### src/rtl/i2ct_pkg.sv
package i2ct_pkg;

    typedef enum logic [2:0] {
        ST_IDLE,
        ST_ADDR,
        ST_ADDR2,
        ST_DATA,
        ST_READ,
        ST_IGNORE
    } tgt_state_e;

    typedef enum logic [1:0] {
        SEL_NONE,
        SEL_A1,
        SEL_A2,
        SEL_GC
    } match_e;

    localparam int FLAG_W   = 7;
    localparam int FL_DV1   = 0;
    localparam int FL_DV2   = 1;
    localparam int FL_ACK   = 2;
    localparam int FL_FIRST = 4;
    localparam int FL_RST   = 5;
    localparam int FL_STOP  = 6;

    typedef struct packed {
        logic [7:0]        data;
        logic [FLAG_W-1:0] flags;
    } fifo_entry_t;

    localparam logic [2:0] REG_DEC  = 3'd0;
    localparam logic [2:0] REG_RX   = 3'd1;
    localparam logic [2:0] REG_A1   = 3'd2;
    localparam logic [2:0] REG_A2   = 3'd3;
    localparam logic [2:0] REG_STAT = 3'd4;

    localparam logic [4:0] TEN_PREFIX = 5'b11110;

    function automatic logic hit7(input logic en, input logic ten,
                                  input logic [9:0] a, input logic [7:0] b);
        return en && !ten && (b[7:1] == a[6:0]);
    endfunction

endpackage

### src/rtl/i2ct_bus_sync.sv
module i2ct_bus_sync (
    input  logic clk,
    input  logic rst,
    input  logic scl_i,
    input  logic sda_i,
    output logic sda_o,
    output logic scl_rise,
    output logic scl_fall,
    output logic start_o,
    output logic stop_o
);
    logic scl_m, scl_s, scl_p;
    logic sda_m, sda_s, sda_p;

    always_ff @(posedge clk) begin
        if (rst) begin
            {scl_m, scl_s, scl_p} <= 3'b111;
            {sda_m, sda_s, sda_p} <= 3'b111;
        end else begin
            scl_m <= scl_i;  scl_s <= scl_m;  scl_p <= scl_s;
            sda_m <= sda_i;  sda_s <= sda_m;  sda_p <= sda_s;
        end
    end

    assign sda_o    = sda_s;
    assign scl_rise = scl_s & ~scl_p;
    assign scl_fall = ~scl_s & scl_p;
    assign start_o  = scl_s & scl_p & sda_p & ~sda_s;
    assign stop_o   = scl_s & scl_p & ~sda_p & sda_s;


    start_scl_high_chk: assert property (@(posedge clk) disable iff (rst)
        (start_o || stop_o) |-> (scl_s && $past(scl_s)));

endmodule

### src/rtl/i2ct_fifo.sv
module i2ct_fifo
    import i2ct_pkg::*;
#(
    parameter int DEPTH = 4
) (
    input  logic        clk,
    input  logic        rst,
    input  logic        push,
    input  fifo_entry_t din,
    input  logic        pop,
    output fifo_entry_t dout,
    output logic        valid,
    output logic        full
);
    localparam int AW = (DEPTH > 1) ? $clog2(DEPTH) : 1;
    localparam int CW = $clog2(DEPTH + 1);

    fifo_entry_t     mem [DEPTH];
    logic [AW-1:0]   wp, rp;
    logic [CW-1:0]   cnt;
    logic            do_push, do_pop;

    assign full    = (cnt == CW'(DEPTH));
    assign valid   = (cnt != '0);
    assign do_push = push && !full;
    assign do_pop  = pop && valid;
    assign dout    = mem[rp];

    always_ff @(posedge clk) begin
        if (do_push) mem[wp] <= din;
    end

    always_ff @(posedge clk) begin
        if (rst) begin
            wp  <= '0;
            rp  <= '0;
            cnt <= '0;
        end else begin
            if (do_push) wp <= (wp == AW'(DEPTH - 1)) ? '0 : wp + 1'b1;
            if (do_pop)  rp <= (rp == AW'(DEPTH - 1)) ? '0 : rp + 1'b1;
            cnt <= cnt + CW'(do_push) - CW'(do_pop);
        end
    end


    no_overflow_chk: assert property (@(posedge clk) disable iff (rst)
        cnt <= CW'(DEPTH));


    empty_pop_chk: assert property (@(posedge clk) disable iff (rst)
        (pop && !valid && !push) |=> !valid);

endmodule

### src/rtl/i2c_target_decoder.sv
module i2c_target_decoder
    import i2ct_pkg::*;
#(
    parameter int FIFO_DEPTH = 4,
    parameter int REG_W      = 10
) (
    input  logic             clk,
    input  logic             rst,
    input  logic             scl_i,
    input  logic             sda_i,
    output logic             sda_oe,
    input  logic             loop_master,
    input  logic             reg_wr,
    input  logic [2:0]       reg_sel,
    input  logic [REG_W-1:0] reg_wdata,
    input  logic             fifo_pop,
    output logic             fifo_valid,
    output logic [7:0]       fifo_data,
    output logic [6:0]       fifo_flags,
    output logic [5:0]       status,
    output logic             irq
);
    logic sda_s, scl_rise, scl_fall, start_ev, stop_ev;

    i2ct_bus_sync u_sync (
        .clk(clk), .rst(rst), .scl_i(scl_i), .sda_i(sda_i),
        .sda_o(sda_s), .scl_rise(scl_rise), .scl_fall(scl_fall),
        .start_o(start_ev), .stop_o(stop_ev)
    );

    logic [5:0]  dec_ctl;
    logic [2:0]  rx_ctl;
    logic [9:0]  addr1, addr2;
    tgt_state_e  st;
    match_e      sel;
    logic [3:0]  bitcnt;
    logic [7:0]  shreg;
    logic        cand1, cand2, first_pend, nack_ign, oe_q;
    logic        st_wc, st_rr, st_rc;

    fifo_entry_t push_ent, head;
    logic        push_req, fifo_full;

    i2ct_fifo #(.DEPTH(FIFO_DEPTH)) u_fifo (
        .clk(clk), .rst(rst), .push(push_req), .din(push_ent),
        .pop(fifo_pop), .dout(head), .valid(fifo_valid), .full(fifo_full)
    );

    // byte decode
    logic       rw, is_pre, is_gc, gc_ok, h1, h2, c1, c2, lo1, lo2;
    logic       ten_rd_ok, data_ack_en, ack_now, byte_done;
    logic [1:0] hi;

    always_comb begin
        rw     = shreg[0];
        hi     = shreg[2:1];
        is_pre = (shreg[7:3] == TEN_PREFIX);
        is_gc  = (shreg == 8'h00);
        gc_ok  = loop_master ? dec_ctl[0] : dec_ctl[1];
        h1     = hit7(dec_ctl[2], dec_ctl[3], addr1, shreg);
        h2     = hit7(dec_ctl[4], dec_ctl[5], addr2, shreg);
        c1     = dec_ctl[2] && dec_ctl[3] && (addr1[9:8] == hi);
        c2     = dec_ctl[4] && dec_ctl[5] && (addr2[9:8] == hi);
        lo1    = cand1 && (shreg == addr1[7:0]);
        lo2    = cand2 && (shreg == addr2[7:0]);
        ten_rd_ok = (sel == SEL_A1 && c1) || (sel == SEL_A2 && c2);
        case (sel)
            SEL_A1:  data_ack_en = rx_ctl[0];
            SEL_A2:  data_ack_en = rx_ctl[1];
            SEL_GC:  data_ack_en = rx_ctl[2];
            default: data_ack_en = 1'b0;
        endcase
        byte_done = scl_fall && (bitcnt == 4'd8);
        case (st)
            ST_ADDR:  ack_now = is_pre ? (rw ? ten_rd_ok : (c1 || c2))
                              : is_gc ? (gc_ok && !rw) : (h1 || h2);
            ST_ADDR2: ack_now = lo1 || lo2;
            ST_DATA:  ack_now = data_ack_en && !fifo_full;
            default:  ack_now = 1'b0;
        endcase
    end

    // queue entry generation
    always_comb begin
        push_req = 1'b0;
        push_ent = '0;
        if (start_ev || stop_ev) begin
            if (st == ST_DATA && !fifo_full) begin
                push_req = 1'b1;
                push_ent.flags[stop_ev ? FL_STOP : FL_RST] = 1'b1;
            end
        end else if (byte_done && st == ST_DATA && !fifo_full) begin
            push_req = 1'b1;
            push_ent.data            = shreg;
            push_ent.flags[FL_DV1]   = (sel == SEL_A1);
            push_ent.flags[FL_DV2]   = (sel == SEL_A2);
            push_ent.flags[FL_ACK]   = data_ack_en;
            push_ent.flags[FL_FIRST] = first_pend;
        end
    end

    always_ff @(posedge clk) begin
        if (rst) begin
            dec_ctl <= '0;  rx_ctl <= '0;  addr1 <= '0;  addr2 <= '0;
            st <= ST_IDLE;  sel <= SEL_NONE;  bitcnt <= '0;  shreg <= '0;
            cand1 <= 1'b0;  cand2 <= 1'b0;  first_pend <= 1'b0;
            nack_ign <= 1'b0;  oe_q <= 1'b0;
            st_wc <= 1'b0;  st_rr <= 1'b0;  st_rc <= 1'b0;
        end else begin
            if (reg_wr) begin
                case (reg_sel)
                    REG_DEC:  dec_ctl <= reg_wdata[5:0];
                    REG_RX:   rx_ctl  <= reg_wdata[2:0];
                    REG_A1:   addr1   <= reg_wdata[9:0];
                    REG_A2:   addr2   <= reg_wdata[9:0];
                    REG_STAT: begin
                        if (reg_wdata[1]) st_wc <= 1'b0;
                        if (reg_wdata[2]) st_rr <= 1'b0;
                        if (reg_wdata[5]) st_rc <= 1'b0;
                    end
                    default: ;
                endcase
            end
            if (start_ev) begin
                if (st == ST_READ) st_rc <= 1'b1;
                if (st == ST_IDLE) sel <= SEL_NONE;
                st <= ST_ADDR;  bitcnt <= '0;  oe_q <= 1'b0;  nack_ign <= 1'b0;
            end else if (stop_ev) begin
                if (st == ST_DATA) st_wc <= 1'b1;
                if (st == ST_READ) st_rc <= 1'b1;
                st <= ST_IDLE;  sel <= SEL_NONE;  oe_q <= 1'b0;  nack_ign <= 1'b0;
            end else if (st != ST_IDLE && st != ST_IGNORE) begin
                if (scl_rise) begin
                    if (bitcnt < 4'd8) shreg <= {shreg[6:0], sda_s};
                    bitcnt <= bitcnt + 1'b1;
                end
                if (byte_done) begin
                    oe_q <= ack_now;
                    if (st == ST_DATA) first_pend <= 1'b0;
                    if (st == ST_ADDR || st == ST_ADDR2) begin
                        if (!ack_now) begin
                            nack_ign <= 1'b1;
                            sel      <= SEL_NONE;
                        end else if (st == ST_ADDR2) begin
                            sel <= lo1 ? SEL_A1 : SEL_A2;
                            st  <= ST_DATA;  first_pend <= 1'b1;
                        end else if (is_pre && !rw) begin
                            cand1 <= c1;  cand2 <= c2;  st <= ST_ADDR2;
                        end else if (is_pre) begin
                            st <= ST_READ;
                            if (sel == SEL_A1) st_rr <= 1'b1;
                        end else if (is_gc) begin
                            sel <= SEL_GC;  st <= ST_DATA;  first_pend <= 1'b1;
                        end else begin
                            sel <= h1 ? SEL_A1 : SEL_A2;
                            if (rw) begin
                                st <= ST_READ;
                                if (h1) st_rr <= 1'b1;
                            end else begin
                                st <= ST_DATA;  first_pend <= 1'b1;
                            end
                        end
                    end
                end else if (scl_fall && bitcnt == 4'd9) begin
                    oe_q   <= 1'b0;
                    bitcnt <= '0;
                    if (nack_ign) begin
                        st <= ST_IGNORE;  nack_ign <= 1'b0;
                    end
                end
            end
        end
    end

    assign sda_oe     = oe_q;
    assign fifo_data  = head.data;
    assign fifo_flags = head.flags;
    assign status     = {st_rc, 2'b00, st_rr, st_wc, fifo_valid};
    assign irq        = |status;


    ignore_quiet_chk: assert property (@(posedge clk) disable iff (rst)
        (st == ST_IGNORE || st == ST_IDLE) |-> !sda_oe);


    ack_on_fall_chk: assert property (@(posedge clk) disable iff (rst)
        $rose(sda_oe) |-> $past(scl_fall));


    event_zero_data_chk: assert property (@(posedge clk) disable iff (rst)
        (fifo_valid && (fifo_flags[FL_STOP] || fifo_flags[FL_RST])) |-> (fifo_data == 8'h00));


    wc_on_stop_chk: assert property (@(posedge clk) disable iff (rst)
        $rose(status[1]) |-> $past(stop_ev));

endmodule

### config.mk
export PLATFORM = sky130hd
export DESIGN_NAME = i2c_target_decoder
export DESIGN_NICKNAME = d
export VERILOG_FILES = /design/src/rtl/i2ct_pkg.sv /design/src/rtl/i2ct_bus_sync.sv /design/src/rtl/i2ct_fifo.sv /design/src/rtl/i2c_target_decoder.sv
export SDC_FILE = /design/constraint.sdc
export NUM_CORES = 1
export LEC_CHECK = 0
export BUFFER_PORTS_ARGS = -buffer_cell sky130_fd_sc_hd__buf_4
export CAP_MARGIN = 0
export CORE_UTILIZATION = 24
export CTS_CLUSTER_SIZE = 12
export DETAILED_ROUTE_END_ITERATION = 8
export PLACE_DENSITY_LB_ADDON = 0.15
export SYNTH_ARGS = -nofsm -noshare
export SYNTH_HDL_FRONTEND = slang
export SYNTH_HIERARCHICAL = 1
export SYNTH_SLANG_ARGS = --single-unit
### constraint.sdc
create_clock -name clk -period 3.5 [get_ports clk]
set_clock_uncertainty 0.1 [all_clocks]
set_input_delay 0.175 -clock clk [delete_from_list [all_inputs] [get_ports clk]]
set_output_delay 0.175 -clock clk [all_outputs]
set_load 0.01 [all_outputs]
After elaboration in Yosys (flattened, before gate mapping)
Memory sizes are Yosys's and may differ from the RTL's. A register that Yosys moved wholly into a read port is not among the register bits.
Index checks and enable logic that the tools add are counted.
{"block": "word_totals", "inputBits": 20, "wordCells": 240, "ramBits": 60, "memories": 1, "register_bits": 67, "out_inout_bits": 24}
{"memory": "u_fifo.mem", "depth": 4, "width": 15, "read_ports": 1, "rd_clocked_by_memory_dff": 1, "write_ports": 1, "line": "i2ct_fifo.sv:18", "text": "fifo_entry_t mem [DEPTH];"}
{"block": "classes", "n_reduce_logical": 62, "eq_ne": 32, "bitwise_logic": 14, "muxes": 97, "add_sub_neg": 5, "magnitude_cmp": 3}
{"cell": "$mux 1", "count": 57}
{"cell": "$mux 2", "count": 19}
{"cell": "$mux 3", "count": 12}
{"cell": "$logic_and 1x1->1", "count": 24}
{"cell": "$eq 8x8->1", "count": 2}
{"cell": "$mux 8", "count": 2}
{"cell": "$reduce_and 5->1", "count": 3}
{"cell": "$reduce_bool 3->1", "count": 5}
{"cell": "$eq 7x7->1", "count": 2}
{"cell": "$eq 3x2->1 const B", "count": 4}
{"cell": "$mux 4", "count": 3}
{"cell": "$reduce_and 2->1", "count": 6}
{"cell": "$eq 3x3->1 const B", "count": 3}
{"cell": "$eq 2x2->1 const B", "count": 4}
{"cell": "$eq 4x4->1 const B", "count": 2}
{"cell": "$logic_not 8->1", "count": 1}
{"cell": "$reduce_and 4->1", "count": 2}
{"cell": "$reduce_and 8->1", "count": 1}
{"cell": "$reduce_bool 4->1", "count": 2}
{"cell": "$and 1x1->1", "count": 7}
{"cell": "$mux 7", "count": 1}
{"cell": "$not 1->1", "count": 7}
{"cell": "$eq 3x1->1 const B", "count": 2}
{"cell": "$logic_not 3->1", "count": 2}
{"cell": "26 further kinds", "count": 40}

Depth between registers and ports, before layout
Gate-level depths: netlist (run 1).
{"block": "depth", "ltp_word": 15, "ltp_mapped": 14, "depth_no_buf": 13}

Modules after synthesis
Netlist (run 1), hierarchy kept.
{"mod": "i2c_target_decoder", "instances": 1, "area_each_um2": 3364.5, "cells_each": 402}
{"mod": "i2ct_fifo", "instances": 1, "area_each_um2": 2648.8, "cells_each": 128}
{"mod": "i2ct_bus_sync", "instances": 1, "area_each_um2": 190.2, "cells_each": 16}

Worst setup path before layout (run 1)
OpenSTA, ideal clock, no wires.
{"block": "synth_timing", "path_type": "reg2reg", "start": "reg u_sync.scl_s", "end": "reg u_fifo.cnt[2]", "slack_ns": 0.672, "setup_time_ns": 0.115, "t_arrival_ns": 2.614, "path_stages_with_launch": 15, "cell_sequence": "dfxtp_1 -> and4b_1 -> clkbuf_1 -> or2_0 -> buf_4 -> nor2_1 -> nor2_1 -> and2_4 -> inv_1 -> ha_1 -> inv_1 -> ha_1 -> fa_1 -> xnor2_1 -> nor2_1"}
{"element": "from (decl)", "line": "i2ct_bus_sync.sv:12", "text": "logic scl_m, scl_s, scl_p;"}
{"element": "from (signal assigned)", "line": "i2ct_bus_sync.sv:20", "text": "scl_m <= scl_i; scl_s <= scl_m; scl_p <= scl_s;"}
{"element": "$and 1x1->1 (3 in a row)", "line": "i2ct_bus_sync.sv:29", "text": "assign stop_o = scl_s & scl_p & ~sda_p & sda_s;"}
{"element": "named net stop_ev", "line": "i2c_target_decoder.sv:23", "text": "logic sda_s, scl_rise, scl_fall, start_ev, stop_ev;"}
{"element": "$logic_or 1x1->1", "line": "i2c_target_decoder.sv:87", "text": "if (start_ev || stop_ev) begin"}
{"element": "$mux 1", "line": "i2c_target_decoder.sv:87"}
{"element": "named net push_req", "line": "i2c_target_decoder.sv:42", "text": "logic push_req, fifo_full;"}
{"element": "$logic_and 1x1->1", "line": "i2ct_fifo.sv:25", "text": "assign do_push = push && !full;"}
{"element": "$add 3x1->3", "line": "i2ct_fifo.sv:41", "text": "cnt <= cnt + CW'(do_push) - CW'(do_pop);"}
{"element": "$sub 3x1->3", "line": "i2ct_fifo.sv:41"}
{"element": "to (signal assigned)", "line": "i2ct_fifo.sv:41"}
{"element": "to (decl)", "line": "i2ct_fifo.sv:20", "text": "logic [CW-1:0] cnt;"}
The timed path passes the listed nets, and every way through them passes these cells.
A chain may end at the register's enable or synchronous reset.

Worst setup path in the final report (run 1)
{"block": "layout_timing", "start": "reg u_sync.scl_p", "end": "reg u_fifo.cnt[2]"}
{"block": "layout_between", "elab_chain_len": 9}
{"element": "from (decl)", "line": "i2ct_bus_sync.sv:12"}
{"element": "from (signal assigned)", "line": "i2ct_bus_sync.sv:20"}
{"element": "$and 1x1->1", "line": "i2ct_bus_sync.sv:27", "text": "assign scl_fall = ~scl_s & scl_p;"}
{"element": "named net scl_fall", "line": "i2c_target_decoder.sv:23"}
{"element": "$logic_and 1x1->1", "line": "i2c_target_decoder.sv:73", "text": "byte_done = scl_fall && (bitcnt == 4'd8);"}
{"element": "$logic_and 1x1->1 (2 in a row)", "line": "i2c_target_decoder.sv:92", "text": "end else if (byte_done && st == ST_DATA && !fifo_full) begin"}
{"element": "$mux 1", "line": "i2c_target_decoder.sv:92"}
{"element": "$mux 1", "line": "i2c_target_decoder.sv:87"}
{"element": "named net push_req", "line": "i2c_target_decoder.sv:42"}
{"element": "$logic_and 1x1->1", "line": "i2ct_fifo.sv:25"}
{"element": "$add 3x1->3", "line": "i2ct_fifo.sv:41"}
{"element": "$sub 3x1->3", "line": "i2ct_fifo.sv:41"}
The timed path passes the listed nets, and every way through them passes these cells.

==> results of run 1 <==
==> cell usage in the layout, fill, tap and decap left out, types with 3 or more instances in the layout <==
cell           synthesis  layout
and3_1                11      11
ha_1                  10      10
nand4_1               10      10
buf_4                  8      48
and3_2                 4       4
xnor2_1               21      21
inv_8                  0       3
a21oi_1               30      30
nand3b_1               3       3
nor2b_1                9       9
inv_6                  0       5
mux2i_1               21      21
and2_1                 3       3
bufinv_16              0       3
nor4_4                 3       3
nand2b_1               5       5
nand2_1               58      58
nor3_1                 6       6
mux4_2                15      15
o31ai_1                6       6
nand3_1                9       9
dlygate4sd3_1          0      12
clkbuf_16              0      17
nor2_1                52      52
dfxtp_1               69      69
conb_1                 1       6
or2_1                  7       7
edfxtp_1              60      60
a21o_1                 5       5
xor2_1                17      17
nor4_1                 4       4
inv_1                 15      15
==> worst max-delay path: stages (launching register included) <==
cell and delay, ns:
dfxtp_1 0.36, nor2b_1 0.21, and3b_1 0.22, and2_1 0.28
nor2_1 0.08, nor2_1 0.36, and2_4 0.24, inv_1 0.04
ha_1 0.26, inv_1 0.04, ha_1 0.20, fa_1 0.40
xnor2_1 0.17, nor2_1 0.05
==> power groups by stage <==
stage	logic, mW	registers (mW)	clock network (mW)
after global placement	0.384	1.67	0
after global routing	0.438	1.65	1.99
final	0.391	1.64	1.88
after CTS	0.404	1.64	1.93
after detailed placement	0.391	1.67	0
after floorplan	0.283	1.66	0
==> final cells by class <==
cell class                 count  area [um^2]  area share
clock buffer                  17          425      0.0568
inverter                      15         56.3     0.00751
multi-input combinational    372         2740       0.366
timing repair buffer          60          480      0.0641
tap                          330          413      0.0551
clock inverter                15          194      0.0259
sequential                   129         3180       0.425
==> metal layers <==
metal | vias to the layer above | GRT usage
li1 | 2043 | -
met2 | 73 | 0.189
met4 | 0 | 0.0429
met3 | 12 | 0.0300
met1 | 2078 | 0.154
met5 | - | 0
==> stage by stage <==
step / util / setup slack, ns
2_1_floorplan: - / 0.672
3_3_place_gp: 0.267 / 0.527
3_5_place_dp: 0.267 / 0.394
4_1_cts: 0.297 / 0.375
5_1_grt: 0.297 / 0.0875
6_report: 0.297 / 0.328
==> how the worst max path moves through the flow <==
stage	endpoint	cells past startpoint	slack [ns]
2_1_floorplan	u_fifo/cnt[2]$_SDFF_PP0_	14	0.67
3_3_place_gp	u_fifo/cnt[2]$_SDFF_PP0_	13	0.53
3_5_place_dp	u_fifo/cnt[2]$_SDFF_PP0_	11	0.39
4_1_cts	u_fifo/cnt[2]$_SDFF_PP0_	13	0.38
5_1_grt	u_fifo/cnt[2]$_SDFF_PP0_	13	0.09
6_report	u_fifo/cnt[2]$_SDFF_PP0_	13	0.33
==> timing repair <==
item / CTS / global route
resized for setup: 0 / 0
endpoints found under the hold margin: 32 / 0
hold buffers: 12 / 0
==> Yosys cell counts, types with 3 or more instances <==
cell type / number
xnor2_1: 21
o31ai_1: 6
xor2_1: 17
or2_1: 7
nor2b_1: 9
nand2_1: 58
buf_2: 3
buf_6: 10
clkbuf_1: 11
dfxtp_1: 69
inv_1: 15
nor4_4: 3
ha_1: 10
nand2b_1: 5
a21o_1: 5
a21oi_1: 30
and2_1: 3
and3_2: 4
nor3_1: 6
edfxtp_1: 60
nand3_1: 9
nand4_1: 10
nand3b_1: 3
mux4_2: 15
buf_1: 3
and3_1: 11
buf_4: 8
nor2_1: 52
mux2i_1: 21
nor4_1: 4
==> sequential cells by signal (all words and copies together) (netlist names), 2 cells and up, named ones only <==
register	flops
u_fifo/cnt	3
st	3
bitcnt	4
addr2	10
sel	2
u_fifo/wp	2
addr1	10
shreg	8
u_fifo/mem	60
rx_ctl	3
dec_ctl	6
u_fifo/rp	2
==> kinds of logic after synthesis <==
| group | share of synthesized area |
|---|---|
| XOR/XNOR | 0.0589 |
| adder cells (fa/ha/maj) | 0.0234 |
| buffers and inverters | 0.0478 |
| flip-flops | 0.513 |
| multiplexers | 0.0902 |
| AND/OR/NAND/NOR | 0.188 |
| AO/OA/AOI/OAI | 0.0781 |
| other | 0.000605 |
==> reports/metrics.yaml, run 1 <==
status:
  status: "finished clean"
die:
  num_rows: 58
  die-area_um2: 26500
  ios: 44
  start_util: 0.246
  core_area_um2: 25300
  die_x_um: 163
  fp.dieH_um: 163
worst_setup_path:
  rr_endpoint: "u_fifo/cnt[2]$_SDFF_PP0_"
  worstSetupEndpointType: "flip-flop"
  rr_worst_depth: 13
  timing.rr.start: "u_sync/scl_p$_SDFF_PP1_"
  worstSetupPathType: "flip-flop to flip-flop"
  worst-r2r-setup-slack_ns: 0.33
  required_ns: 3.68
  startpoint: "u_sync/scl_p$_SDFF_PP1_"
  crit_path_max_fanout: 8
  critPathArrivalTime_ns: 3.35
  start_kind: "flip-flop"
drt:
  met1_length_um: 7170
  drt-initial-drc-count: 153
  wl_met2_um: 7110
  detail_route.wl_per_cell_um: 15.8
  vias: 4206
  dr.max_layer_used: "met4"
  firstDrtPassIters: 4
  vias_per_cell: 4.48
  antenna_left: 0
  met3_length_um: 428
  post-route-drc-count: 0
  wl_um: 14800
power_and_ir_drop:
  p_sw_mw: 0.975
  p_sw_frac: 0.249
  ir_drop_mv: 0.213
  power_density_nw_per_um2: 522
  internal-power_mw: 2.94
  pwr-share-seq: 0.419
  pwr-share-comb: 0.100
  p_leak_nw: 2.60
  pwr-share-clk: 0.481
  total_power_mw: 3.91
placed_design:
  routabilityCongestion: 0.782
  hpwl_um: 10200
  place_area_um2: 6760
  port_buffers: 41
  dp.cells: 894
grt:
  grt_pass1_vias: 4131
  grt_pass1_wl_um: 23200
  antenna_found_initial: 1
  globalRouteOverflowTotal: 0
  grt_max_degree: 65
  grt_util_all_layers: 0.118
timing:
  hold_viol: 0
  period_share: 0.906
  finalCriticalPeriod_ns: 3.17
  max_freq_ghz: 0.315
  relSlewSlack: 0.463
  rsz0062_at_grt: "no"
  tns_ns: 0
  setup_viol: 0
  timing.hold.ws_ns: 0.0686
  report.final.slew_viol_count: 0
  worst_slew_pin_slew_ns: 0.804
synth:
  ys_seq_elements: 129
  syn_avg_cell_area_um2: 11.4
  yosys.area.top_type_share: 0.290
  yosys_warnings: 6
  syn_inst: 546
  synth_area_leaders: "edfxtp_1 (29%), dfxtp_1 (22%), mux4_2 (5.4%), nand2_1 (3.5%), mux2i_1 (3.4%)"
  ys.flop_type: "dfxtp_1"
  yosysTopAreaCell: "edfxtp_1"
  async_flop_share: 0
  syn_area_um2: 6200
  synth_edf_count: 60
  synth_cell_types: 75
  seq_area_frac_synth: 0.513
clock_network:
  cts_buffer_depth: 2
  cts.sinks: 129
  clkTransAtPathRegs_ns: 0.06
  cts_max_level: 4
  post_cts.repair.setup_buffers: 0
  cts-root-buf: "clkbuf_16"
  cts_buffers: 17
  cts_tree: "yes"
  insertion_delay_ns: 0.42
job:
  maxCapViolCount: 0
finish:
  final_area_um2: 7490
  drive_above_1_share: 0.209
  fin_nets: 626
  area_growth_pct: 20.8
  antenna_cells: 0
  instances_no_fill: 938
  fillCellCount: 2636
hold_path:
  min_path_cells: 4
  whs_endpoint: "u_fifo/rp[0]$_SDFFE_PP0N_"
  hold_path.class: "input port to flip-flop"
  min_from: "fifo_pop"
No activity file was read; power rests on OpenSTA's default activity.
==> inputs of run 2 (changes only) <==
- ABC_AREA: not set -> 1
- CORE_UTILIZATION: 24 -> 39
==> run 2 against run 1 <==
Global-route usage is 7.6 points higher. Die area decreased by 39%. Critical path depth is the same. Sequential power increased by 3%. Fmax increased by 11%. Cell area decreased by 2.2%. Clock power shrank 12%. Synthesized cell count grew 36%. Worst hold slack worse by 0.049 ns. Register-to-register slack gained 0.32 ns. Sequential cell count is the same. Highest routed layer unchanged.
==> reports/metrics.yaml, run 2 <==
power_and_ir_drop:
  total_power_mw: 4.04
  pwr-share-comb: 0.171
  power_density_nw_per_um2: 552
  p_sw_frac: 0.274
  p_sw_mw: 1.11
  internal-power_mw: 2.94
  p_leak_nw: 2.86
  pwr-share-clk: 0.412
  ir_drop_mv: 0.335
  pwr-share-seq: 0.418
grt:
  grt_pass1_vias: 4827
  globalRouteOverflowTotal: 0
  grt_util_all_layers: 0.194
  grt_max_degree: 31
  grt_pass1_wl_um: 24100
  antenna_found_initial: 0
synth:
  yosys.area_share.simple: 0.225
  yosys-top-cells-count: "nand2_1 (120), nor2_1 (116), inv_1 (85)"
  syn_inst: 743
  syn_area_um2: 6120
  synth_area_leaders: "edfxtp_1 (29%), dfxtp_1 (23%), nand2_1 (7.4%), nor2_1 (7.1%), inv_1 (5.2%)"
  async_flop_share: 0
  syn_avg_cell_area_um2: 8.24
  synth-compound-area-share: 0.138
  yosys.area.top_type_share: 0.294
  ys_seq_elements: 129
  synth.area.mux_share: 0
  synth_top_family_by_area: "simple AND/OR/NAND/NOR gates"
  synth_xor_xnor_area_share: 0.00716
  ys.flop_type: "dfxtp_1"
  seq_area_frac_synth: 0.520
  yosysMostFrequentCell: "nand2_1"
  synth_edf_count: 60
  yosys.area_share.adder: 0.0237
  yosysTopAreaCell: "edfxtp_1"
  synth_cell_types: 44
  yosys_warnings: 6
finish:
  regMostFlops: "u_fifo/mem"
  layout_commonest_cell: "nand2_1"
  area_growth_pct: 19.8
  largest_reg_flops: 60
  fin_nets: 835
  layout_common_cells: "nand2_1 (120), nor2_1 (116), inv_1 (85), dfxtp_1 (69), edfxtp_1 (60)"
  reg_top3: "u_fifo/mem: 60 flops, addr1: 10 flops, addr2: 10 flops"
  antenna_cells: 0
  fillCellCount: 1497
  drive_above_1_share: 0.137
drt:
  wl_um: 14600
  drt-initial-drc-count: 295
  detail_route.wl_per_cell_um: 14.2
  vias_per_cell: 4.93
  firstDrtPassIters: 4
  met1_length_um: 7020
  post-route-drc-count: 0
  dr.max_layer_used: "met4"
  antenna_left: 0
  wl_met2_um: 6660
  vias: 5070
  met3_length_um: 506
timing:
  hold_viol: 0
  finalCriticalPeriod_ns: 2.85
  worst_slew_pin_slew_ns: 0.764
  setup_viol: 0
  period_share: 0.814
  tns_ns: 0
  max_freq_ghz: 0.351
  timing.hold.ws_ns: 0.0198
  rsz0062_at_grt: "no"
  report.final.slew_viol_count: 0
  relSlewSlack: 0.486
hold_path:
  min_path_cells: 3
  min_from: "reg_sel[2]"
  whs_endpoint: "rx_ctl[1]$_SDFFE_PP0P_"
  hold_path.class: "input port to flip-flop"
die:
  ios: 44
  num_rows: 45
  die-area_um2: 16200
  start_util: 0.401
  die_x_um: 127
  core_area_um2: 15300
  fp.dieH_um: 127
worst_setup_path:
  worst-r2r-setup-slack_ns: 0.65
  startpoint: "u_sync/scl_s$_SDFF_PP1_"
  cp_slowest_cell: "fa_1"
  timing.rr.start: "u_sync/scl_s$_SDFF_PP1_"
  worstSetupPathType: "flip-flop to flip-flop"
  crit_path_max_incr_delay_ns: 0.40
  crit_path_max_fanout: 7
  worstSetupEndpointType: "flip-flop"
  rr_worst_depth: 13
  start_kind: "flip-flop"
  rr_endpoint: "u_fifo/cnt[2]$_SDFF_PP0_"
  critPathArrivalTime_ns: 3.07
  crit_chain: "nand2_1 > nor2_1 > nor2_1 > a21oi_1 > nand2_4 > ha_1 > inv_1 > ha_1 > fa_1 > inv_1 > nand2_1 > nand2_1 > nor2_1"
  required_ns: 3.72
placed_design:
  hpwl_um: 10400
  port_buffers: 41
  routabilityCongestion: 0.892
clock_network:
  cts_tree: "yes"
  cts_buffer_depth: 2
  cts-root-buf: "clkbuf_16"
  cts_buffers: 17
  cts.sinks: 129
  clkTransAtPathRegs_ns: 0.06
  insertion_delay_ns: 0.42
  cts_max_level: 4
status:
  status: "finished clean"
job:
  maxCapViolCount: 0
==> run 2: final cells by class <==
type	instances	area [um^2]	area share
timing repair buffer	64	520	0.0710
inverter	99	377	0.0514
multi-input combinational	493	2430	0.332
clock buffer	19	433	0.0591
sequential	129	3180	0.434
clock inverter	13	120	0.0164
tap	211	264	0.0360
==> run 2: kinds of logic after synthesis <==
| logic type | Yosys count |
|---|---|
| AO/OA/AOI/OAI | 158 |
| XOR/XNOR | 5 |
| adder cells (fa/ha/maj) | 11 |
| buffers and inverters | 126 |
| flip-flops | 129 |
| other | 1 |
| AND/OR/NAND/NOR | 313 |
==> run 2: critical path: cells and delay by family (launching register included) <==
family | cells | cell delay, ns
AND/OR/NAND/NOR | 7 | 0.91
buffers and inverters | 2 | 0.12
AO/OA/AOI/OAI | 1 | 0.38
adder cells (fa/ha/maj) | 3 | 0.89
flip-flops | 1 | 0.35
==> run 2: what timing repair did <==
item                                   CTS  global route
gates resized for setup                  0             0
hold buffers                            16             0
endpoints found under the hold margin   38             0
setup buffers                            0             0
==> run 2: worst max-delay path by stage <==
stage                               endpoint  slack, ns  cells after the start
finish              u_fifo/cnt[2]$_SDFF_PP0_       0.65                     13
global route        u_fifo/cnt[2]$_SDFF_PP0_       0.32                     15
CTS                 u_fifo/cnt[2]$_SDFF_PP0_       0.64                     15
detailed placement  u_fifo/cnt[2]$_SDFF_PP0_       0.65                     15
global placement    u_fifo/cnt[2]$_SDFF_PP0_       0.77                     15
floorplan           u_fifo/cnt[2]$_SDFF_PP0_       0.80                     13
==> run 2: metrics by stage <==
step | utilization | cell area (um^2) | instances | setup WS [ns]
global route | 0.480 | 7330 | 1028 | 0.324
global placement | 0.434 | 6620 | 980 | 0.765
CTS | 0.480 | 7330 | 1028 | 0.644
floorplan | - | 6140 | 748 | 0.798
finish | 0.480 | 7330 | 1028 | 0.651
detailed placement | 0.434 | 6620 | 980 | 0.655
==> run 2: power by group through the flow <==
stage	Sequential, mW	Clock [mW]	Combinational [mW]
floorplan	1.68	0	0.463
global placement	1.72	0	0.664
detailed placement	1.72	0	0.683
CTS	1.69	1.69	0.699
global route	1.70	1.76	0.773
finish	1.69	1.66	0.691
==> run 2: routing by layer <==
layer / vias up / global-route usage
met5: - / 0
met4: 0 / 0.0966
met3: 29 / 0.0381
met2: 110 / 0.311
met1: 2364 / 0.251
li1: 2567 / -
